[src/rtl/scard_tx_pkg.sv]
package scard_tx_pkg;
   // line levels on the shared open-drain wire
   localparam logic START_LEVEL = 1'b0;
   localparam logic IDLE_LEVEL  = 1'b1;
   // frame layout after the parity ETU
   localparam int SAMPLE_GAP_ETUS = 1;   // error sample sits in ETU parity+1
   localparam int GUARD_ETUS      = 2;   // released ETUs after the sample ETU

   function automatic logic even_par(input logic [63:0] v, input int n);
      logic p;
      p = 1'b0;
      for (int i = 0; i < n; i++) p = p ^ v[i];
      return p;
   endfunction
endpackage

[src/rtl/scard_etu_timer.sv]
module scard_etu_timer
   import scard_tx_pkg::*;
#(
   parameter int ETU_TICKS = 16,
   parameter int DW        = 8,
   localparam int PAR_ETU  = DW + 1,
   localparam int SMP_ETU  = PAR_ETU + SAMPLE_GAP_ETUS,
   localparam int LAST_ETU = SMP_ETU + GUARD_ETUS,
   localparam int EW       = $clog2(LAST_ETU + 1)
) (
   input  logic          clk,
   input  logic          rst_n,
   input  logic          run,
   input  logic          tick,
   output logic [EW-1:0] etu,
   output logic          sample_stb,
   output logic          frame_end
);
   localparam int CW = (ETU_TICKS > 1) ? $clog2(ETU_TICKS) : 1;
   localparam logic [CW-1:0] LAST_T   = CW'(ETU_TICKS - 1);
   localparam logic [CW-1:0] SAMPLE_T = CW'(ETU_TICKS / 2);
   localparam logic [EW-1:0] LAST_E   = EW'(LAST_ETU);
   localparam logic [EW-1:0] SMP_E    = EW'(SMP_ETU);

   logic [CW-1:0] cnt;

   always_ff @(posedge clk or negedge rst_n) begin
      if (!rst_n) begin
         cnt <= '0;
         etu <= '0;
      end else if (!run) begin
         cnt <= '0;
         etu <= '0;
      end else if (tick) begin
         if (cnt == LAST_T) begin
            cnt <= '0;
            etu <= (etu == LAST_E) ? '0 : etu + 1'b1;
         end else begin
            cnt <= cnt + 1'b1;
         end
      end
   end

   assign sample_stb = run && tick && (etu == SMP_E)  && (cnt == SAMPLE_T);
   assign frame_end  = run && tick && (etu == LAST_E) && (cnt == LAST_T);

   p_etu_range_r2: assert property (@(posedge clk) disable iff (!rst_n)
      etu <= LAST_E);
   p_idle_rewind_r2: assert property (@(posedge clk) disable iff (!rst_n)
      !run |=> (etu == '0));
endmodule

[src/rtl/scard_char_shift.sv]
module scard_char_shift
   import scard_tx_pkg::*;
#(
   parameter int DW       = 8,
   parameter int EW       = 4,
   localparam int PAR_ETU = DW + 1
) (
   input  logic          clk,
   input  logic          rst_n,
   input  logic          load,
   input  logic [DW-1:0] din,
   input  logic [EW-1:0] etu,
   output logic          bit_val
);
   logic [DW-1:0] sh;
   logic          par;

   always_ff @(posedge clk or negedge rst_n) begin
      if (!rst_n) begin
         sh  <= '0;
         par <= 1'b0;
      end else if (load) begin
         sh  <= din;
         par <= even_par(64'(din), DW);
      end
   end

   always_comb begin
      bit_val = IDLE_LEVEL;
      if (etu == '0) bit_val = START_LEVEL;
      for (int i = 0; i < DW; i++)
         if (etu == EW'(i + 1)) bit_val = sh[i];
      if (etu == EW'(PAR_ETU)) bit_val = par;
   end
endmodule

[src/rtl/scard_retry_gate.sv]
module scard_retry_gate #(
   parameter int MAX_RETRY = 3
) (
   input  logic clk,
   input  logic rst_n,
   input  logic clr,
   input  logic bump,
   output logic ok
);
   if (MAX_RETRY == 0) begin : g_unlimited
      logic unused_gate;
      assign unused_gate = clk ^ rst_n ^ clr ^ bump;
      assign ok = 1'b1;
   end else begin : g_counted
      localparam int RW = $clog2(MAX_RETRY + 1);
      localparam logic [RW-1:0] LIM = RW'(MAX_RETRY);
      logic [RW-1:0] used;

      always_ff @(posedge clk or negedge rst_n) begin
         if (!rst_n)     used <= '0;
         else if (clr)   used <= '0;
         else if (bump)  used <= used + 1'b1;
      end
      assign ok = (used < LIM);

      p_retry_bound_r9: assert property (@(posedge clk) disable iff (!rst_n)
         used <= LIM);
      p_no_bump_at_limit_r9: assert property (@(posedge clk) disable iff (!rst_n)
         (used == LIM) && !clr |=> (used == LIM));
   end
endmodule

[src/rtl/scard_tx.sv]
module scard_tx
   import scard_tx_pkg::*;
#(
   parameter int DW        = 8,
   parameter int ETU_TICKS = 16,
   parameter int MAX_RETRY = 3
) (
   input  logic          clk,
   input  logic          rst_n,
   input  logic          baud_tick,
   input  logic          wr_en,
   input  logic [DW-1:0] wr_data,
   input  logic          err_clr,
   input  logic          tx_irq_en,
   input  logic          err_irq_en,
   input  logic          line_in,
   output logic          line_drive_low,
   output logic          dre_flag,
   output logic          tend_flag,
   output logic          err_flag,
   output logic          tx_req,
   output logic          err_req
);
   localparam int LAST_ETU = DW + 1 + SAMPLE_GAP_ETUS + GUARD_ETUS;
   localparam int EW       = $clog2(LAST_ETU + 1);

   initial begin
      assert (DW >= 1 && DW <= 64) else $error("scard_tx: DW out of range");
      assert (ETU_TICKS >= 2) else $error("scard_tx: ETU_TICKS below 2");
      assert (MAX_RETRY >= 0) else $error("scard_tx: MAX_RETRY negative");
   end

   logic          busy, ferr, bit_val, retry_ok;
   logic          sample_stb, frame_end;
   logic [EW-1:0] etu;
   logic [DW-1:0] hold;

   wire accept   = wr_en && dre_flag;
   wire card_nak = sample_stb && !line_in;
   wire retry    = frame_end && ferr && retry_ok;
   wire finish   = frame_end && !retry;

   scard_etu_timer #(.ETU_TICKS(ETU_TICKS), .DW(DW)) u_timer (
      .clk(clk), .rst_n(rst_n), .run(busy), .tick(baud_tick),
      .etu(etu), .sample_stb(sample_stb), .frame_end(frame_end));

   scard_char_shift #(.DW(DW), .EW(EW)) u_shift (
      .clk(clk), .rst_n(rst_n), .load(accept || retry),
      .din(accept ? wr_data : hold), .etu(etu), .bit_val(bit_val));

   scard_retry_gate #(.MAX_RETRY(MAX_RETRY)) u_retry (
      .clk(clk), .rst_n(rst_n), .clr(accept), .bump(retry), .ok(retry_ok));

   always_ff @(posedge clk or negedge rst_n) begin
      if (!rst_n) begin
         busy      <= 1'b0;
         hold      <= '0;
         dre_flag  <= 1'b1;
         tend_flag <= 1'b1;
      end else if (accept) begin
         busy      <= 1'b1;
         hold      <= wr_data;
         dre_flag  <= 1'b0;
         tend_flag <= 1'b0;
      end else if (finish) begin
         busy      <= 1'b0;
         dre_flag  <= 1'b1;
         tend_flag <= 1'b1;
      end
   end

   always_ff @(posedge clk or negedge rst_n) begin
      if (!rst_n)                ferr <= 1'b0;
      else if (accept || retry)  ferr <= 1'b0;
      else if (card_nak)         ferr <= 1'b1;
   end

   always_ff @(posedge clk or negedge rst_n) begin
      if (!rst_n)        err_flag <= 1'b0;
      else if (card_nak) err_flag <= 1'b1;
      else if (err_clr)  err_flag <= 1'b0;
   end

   assign line_drive_low = busy && (bit_val == START_LEVEL);
   assign tx_req         = dre_flag && tx_irq_en;
   assign err_req        = err_flag && err_irq_en;

   p_release_idle_r2: assert property (@(posedge clk) disable iff (!rst_n)
      !busy |-> !line_drive_low);
   p_flags_together_r7: assert property (@(posedge clk) disable iff (!rst_n)
      $rose(tend_flag) |-> $rose(dre_flag));
   p_no_end_on_resend_r6: assert property (@(posedge clk) disable iff (!rst_n)
      retry |=> (!tend_flag && busy));
   p_err_sticky_r5: assert property (@(posedge clk) disable iff (!rst_n)
      err_flag && !err_clr |=> err_flag);
   p_full_write_ignored_r8: assert property (@(posedge clk) disable iff (!rst_n)
      wr_en && !dre_flag |=> $stable(hold));
   p_nak_sets_err_r3: assert property (@(posedge clk) disable iff (!rst_n)
      card_nak |=> err_flag);
endmodule

[config.mk]
export PLATFORM = sky130hd
export DESIGN_NAME = scard_tx
export DESIGN_NICKNAME = d
export VERILOG_FILES = /design/src/rtl/scard_tx_pkg.sv /design/src/rtl/scard_etu_timer.sv /design/src/rtl/scard_char_shift.sv /design/src/rtl/scard_retry_gate.sv /design/src/rtl/scard_tx.sv
export SDC_FILE = /design/constraint.sdc
export NUM_CORES = 1
export LEC_CHECK = 0
export ABC_AREA = 1
export CAP_MARGIN = 20
export CORE_ASPECT_RATIO = 0.75
export CORE_UTILIZATION = 50
export CTS_CLUSTER_DIAMETER = 40
export DETAILED_ROUTE_END_ITERATION = 8
export PLACE_DENSITY = 0.78
export SYNTH_ARGS = -nofsm -noshare
export SYNTH_HDL_FRONTEND = slang
export SYNTH_SLANG_ARGS = --single-unit
[constraint.sdc]
create_clock -name clk -period 1.6 [get_ports clk]
set_input_delay 0.24 -clock clk [delete_from_list [all_inputs] [get_ports clk]]
set_output_delay 0.24 -clock clk [all_outputs]
set_load 0.05 [all_outputs]
==> summary.txt <==
Outcome
  – Status: finished, violations left
  – Violated checks: negative setup slack

Pwr
  – Final Power: 0.00329 W
  – Sequential share of power: 35.1%
  – Leak: 1.35 nW
  – Internal power: 0.00207 W
  – Clock share of power: 20.8%
  – Switching share of power: 36.9%
  – Worst IR Drop VDD: 0.738 mV
  – Combinational power share: 44.1%
  – P per Cell Area: 1160 nW/um^2
  – P_sw: 0.00121 W

Logic synthesis
  – Synth Warn #: 0
  – Mapped Nets: 248
  – Synth Area in Compound Gates: 12.0%
  – Gate Count Post-Synth: 225
  – Distinct cells, synth: 31
  – Sequential-to-total area share from yosys stat: 41.2%
  – Yosys reg bits: 31
  – Largest family of logic cells by synthesized area: simple AND/OR/NAND/NOR gates
  – Avg Synthesized Cell Area: 8.38 sq um
  – Synth Area in XOR/XNOR: 1.86%
  – Post-Synth Adder-Cell Area: 4.64%
  – Netlist Area Pre-Place: 1890 sq um
  – Mux cell area share after synthesis: 0.531%
  – Simple-Gate Fraction of Synth Area: 27.3%

Drt
  – Via count: 1732
  – Average wire per standard cell: 14.4 um
  – Residual DRC: 0
  – Post-route ant nets: 0
  – Via/cell ratio: 5.11
  – Detailed Routing Iterations Pass 1: 4
  – Final WL: 4.88 mm
  – First-iteration detailed-routing DRC count: 185

STA
  – Setup_tns: -0.963 ns
  – Max-slew violations: 0
  – Clk_skew: 0.00463 ns
  – Final Hold Viols: 0
  – Rel. slew slack: 70.5%
  – Final worst setup slack: -0.378 ns
  – Max Clock Freq: 0.506 GHz
  – Crit share post-route: 124%
  – Post-route minimum period: 1.98 ns
  – Final Setup Violations: 15
  – RSZ-0062 raised after global routing: true
  – Hold_ws: 0.314 ns
  – Worst-Margin Slew: 0.442 ns

Place
  – Port-buffer cells: 21
  – Post-Place Cells: 324
  – DP Worst Slack: -0.279 ns
  – GP Congestion: 0.791
  – Hpwl dp: 2.98 mm

Clock network
  – H-tree depth: 2
  – CTS clk-pin slew, worst paths: 0.07 ns
  – Worst-skew pair later-pin latency: 0.28 ns
  – CTS Buffer Depth: 2
  – CTS tree: built
  – CTS Buf Count: 5
  – Root Driver: clkbuf_8
  – Clock sinks: 31

Floorplanning
  – Placeable Area: 3450 sq um
  – Die Height: 55.2 um
  – Die Footprint: 4020 sq um
  – FP Rows: 18
  – Starting Density: 54.7%
  – Die width: 72.9 um
  – IO Pins: 22

Critical path
  – Slowest stage delay, CP: 0.39 ns
  – Crit path capture type: output port
  – Critical Path RT: 1.36 ns
  – Crit-path cells: inv_2 -> ha_4 -> buf_4 -> a31oi_4 -> nand2_1 -> o21ai_1 -> nand2_1 -> nand2_2 -> a21oi_4 -> buf_12
  – Worst Setup SP: u_timer.etu[1]
  – Worst reg2reg path endpoint: u_shift.par
  – Crit path depth: 10
  – FF-to-FF Start: tend_flag
  – Crit-path slowest cell: dfrtp_1
  – Most used cell, CP: nand2_1
  – Critical path type: flip-flop to output port
  – Register-to-Register Path Depth: 12
  – Worst Setup EP: line_drive_low
  – CP startpoint kind: flip-flop
  – Cell family with most CP delay: flip-flops
  – WP buf/inv: 3
  – CP arrival: 1.74 ns
  – Critical Path Fanout Max: 3
  – Reg-to-reg setup timing slack: -0.12 ns

GRT
  – Largest net degree at the start of global routing: 32
  – GRT overflow: 0
  – Global-route usage over all layers: 24.9%
  – Vias in the first global route: 1552
  – Global-route wire length before repair: 7.15 mm
  – Initial antenna violation count: 0

Cells and area
  – Syn-to-layout area delta: 50.4%
  – ANT cells: 0
  – Non-filler cells, final: 339
  – Nets: 311
  – Share of layout cells above drive strength 1: 45.7%

Min path
  – Hold Crit Class: input port to async pin

Run
  – Max Cap Violations: 0
==> Yosys cell counts <==
library cell / n / area [sq um]
o21ai_2: 8 / 70.1
nand2_1: 48 / 180
or2_2: 2 / 12.5
nor2_1: 5 / 18.8
xnor2_1: 1 / 8.76
a21oi_1: 6 / 30.0
nand2_2: 18 / 113
buf_12: 1 / 20.0
nand4_1: 2 / 12.5
nand3_1: 18 / 90.1
dfrtp_1: 30 / 751
a31oi_1: 1 / 6.26
o21ai_4: 1 / 16.3
nor3_1: 1 / 5.00
xor2_1: 3 / 26.3
nor2_4: 1 / 11.3
nand2_4: 5 / 56.3
a32o_1: 1 / 10.0
o21a_1: 1 / 7.51
buf_4: 3 / 22.5
mux2i_1: 1 / 10.0
inv_1: 36 / 135
o22ai_1: 3 / 18.8
dfstp_2: 1 / 26.3
nor3_4: 1 / 16.3
o21ai_0: 11 / 55.1
buf_6: 4 / 45.0
a211oi_1: 1 / 7.51
o21ai_1: 1 / 5.00
ha_1: 7 / 87.6
inv_2: 3 / 11.3
==> power by group through the flow <==
stage	clock (W)	sequential [W]	combinational [W]
floorplan	0	0.00113	0.000748
global placement	0	0.00113	0.00114
detailed placement	0	0.00114	0.00117
CTS	0.000698	0.00113	0.00126
global route	0.000735	0.00117	0.00160
finish	0.000684	0.00115	0.00145
==> cells by family after synthesis <==
kind of cell,Yosys count
AND/OR/NAND/NOR,101
buffers and inverters,47
AO/OA/AOI/OAI,34
flip-flops,31
adder cells (fa/ha/maj),7
XOR/XNOR,4
multiplexers,1
==> state kept, by name (all words and copies together), names as in the netlist <==
name and cells:
busy 1, err_flag 1, ferr 1, hold 8
tend_flag 1, u_retry.g_counted.used 2, u_shift.par 1, u_shift.sh 8
u_timer.cnt 4, u_timer.etu 4
==> through the flow <==
step	util (%)	area, sq um
2_1_floorplan	-	1910
3_3_place_gp	70.6	2430
3_5_place_dp	70.6	2430
4_1_cts	78.1	2690
5_1_grt	82.3	2840
6_report	82.3	2840
==> worst min path at each step <==
stage	endpoint	slack, ns	cells past startpoint	start
after CTS	u_retry.g_counted.used[1]	0.32	2	rst_n
after global placement	u_shift.sh[1]	0.47	2	u_shift.sh[1]
final	hold[3]	0.31	2	rst_n
after detailed placement	u_shift.sh[5]	0.48	2	u_shift.sh[5]
after global routing	hold[6]	0.33	2	rst_n
after floorplan	busy	-0.06	0	rst_n
==> cell type report <==
cell class,instances,area (sq um)
timing repair buffer,63,639
inverter,39,154
sequential,31,781
fill,191,611
tap,50,62.6
clock buffer,8,100
multi-input combinational,148,1100
==> worst reg2reg max path, cell delays in order (launching register included) <==
cell and delay (ns):
dfstp_4 0.71, buf_6 0.15, nand3_2 0.09, nand2_2 0.09, nand2_2 0.06, nand2_2 0.08
inv_2 0.04, nand2_2 0.08, nand2_2 0.06, nand2_2 0.09, nand3_2 0.06, nand2_1 0.06
nand2_1 0.04
==> repair_timing <==
action,4_1_cts,5_1_grt
resized for setup,37,24
hold buffers,0,0
buffers inserted,1,6
endpoints found under the setup margin,10,19
cloned,1,0
pin swaps,12,24
==> layout by cell type, fill, tap and decap left out, drive strengths merged <==
cell type      netlist  final
clkdlybuf4s50        0     14
o21a                 1      1
nor2                 6      6
clkbuf               0      8
a21oi                6      6
a31oi                1      1
xor2                 3      3
or2                  2      2
nand4                2      2
xnor2                1      1
dlygate4sd2          0      1
dfstp                1      1
o21ai               21     21
mux2i                1      1
buf                  8     48
nand3               18     18
nand2               71     72
inv                 39     39
o22ai                3      3
dfrtp               30     30
a211oi               1      1
a32o                 1      1
nor3                 2      2
ha                   7      7
==> metal layers <==
metal	vias to the layer above	wire, um	share of wire, %	global-route usage [%]
li1	843	-	-	-
met1	819	2220	45	33.9
met2	57	2370	49	38.8
met3	13	208	4.3	5.80
met4	0	82	1.7	10.1
met5	-	0	0	0
Note: power is estimated with default switching activity, not from simulation.
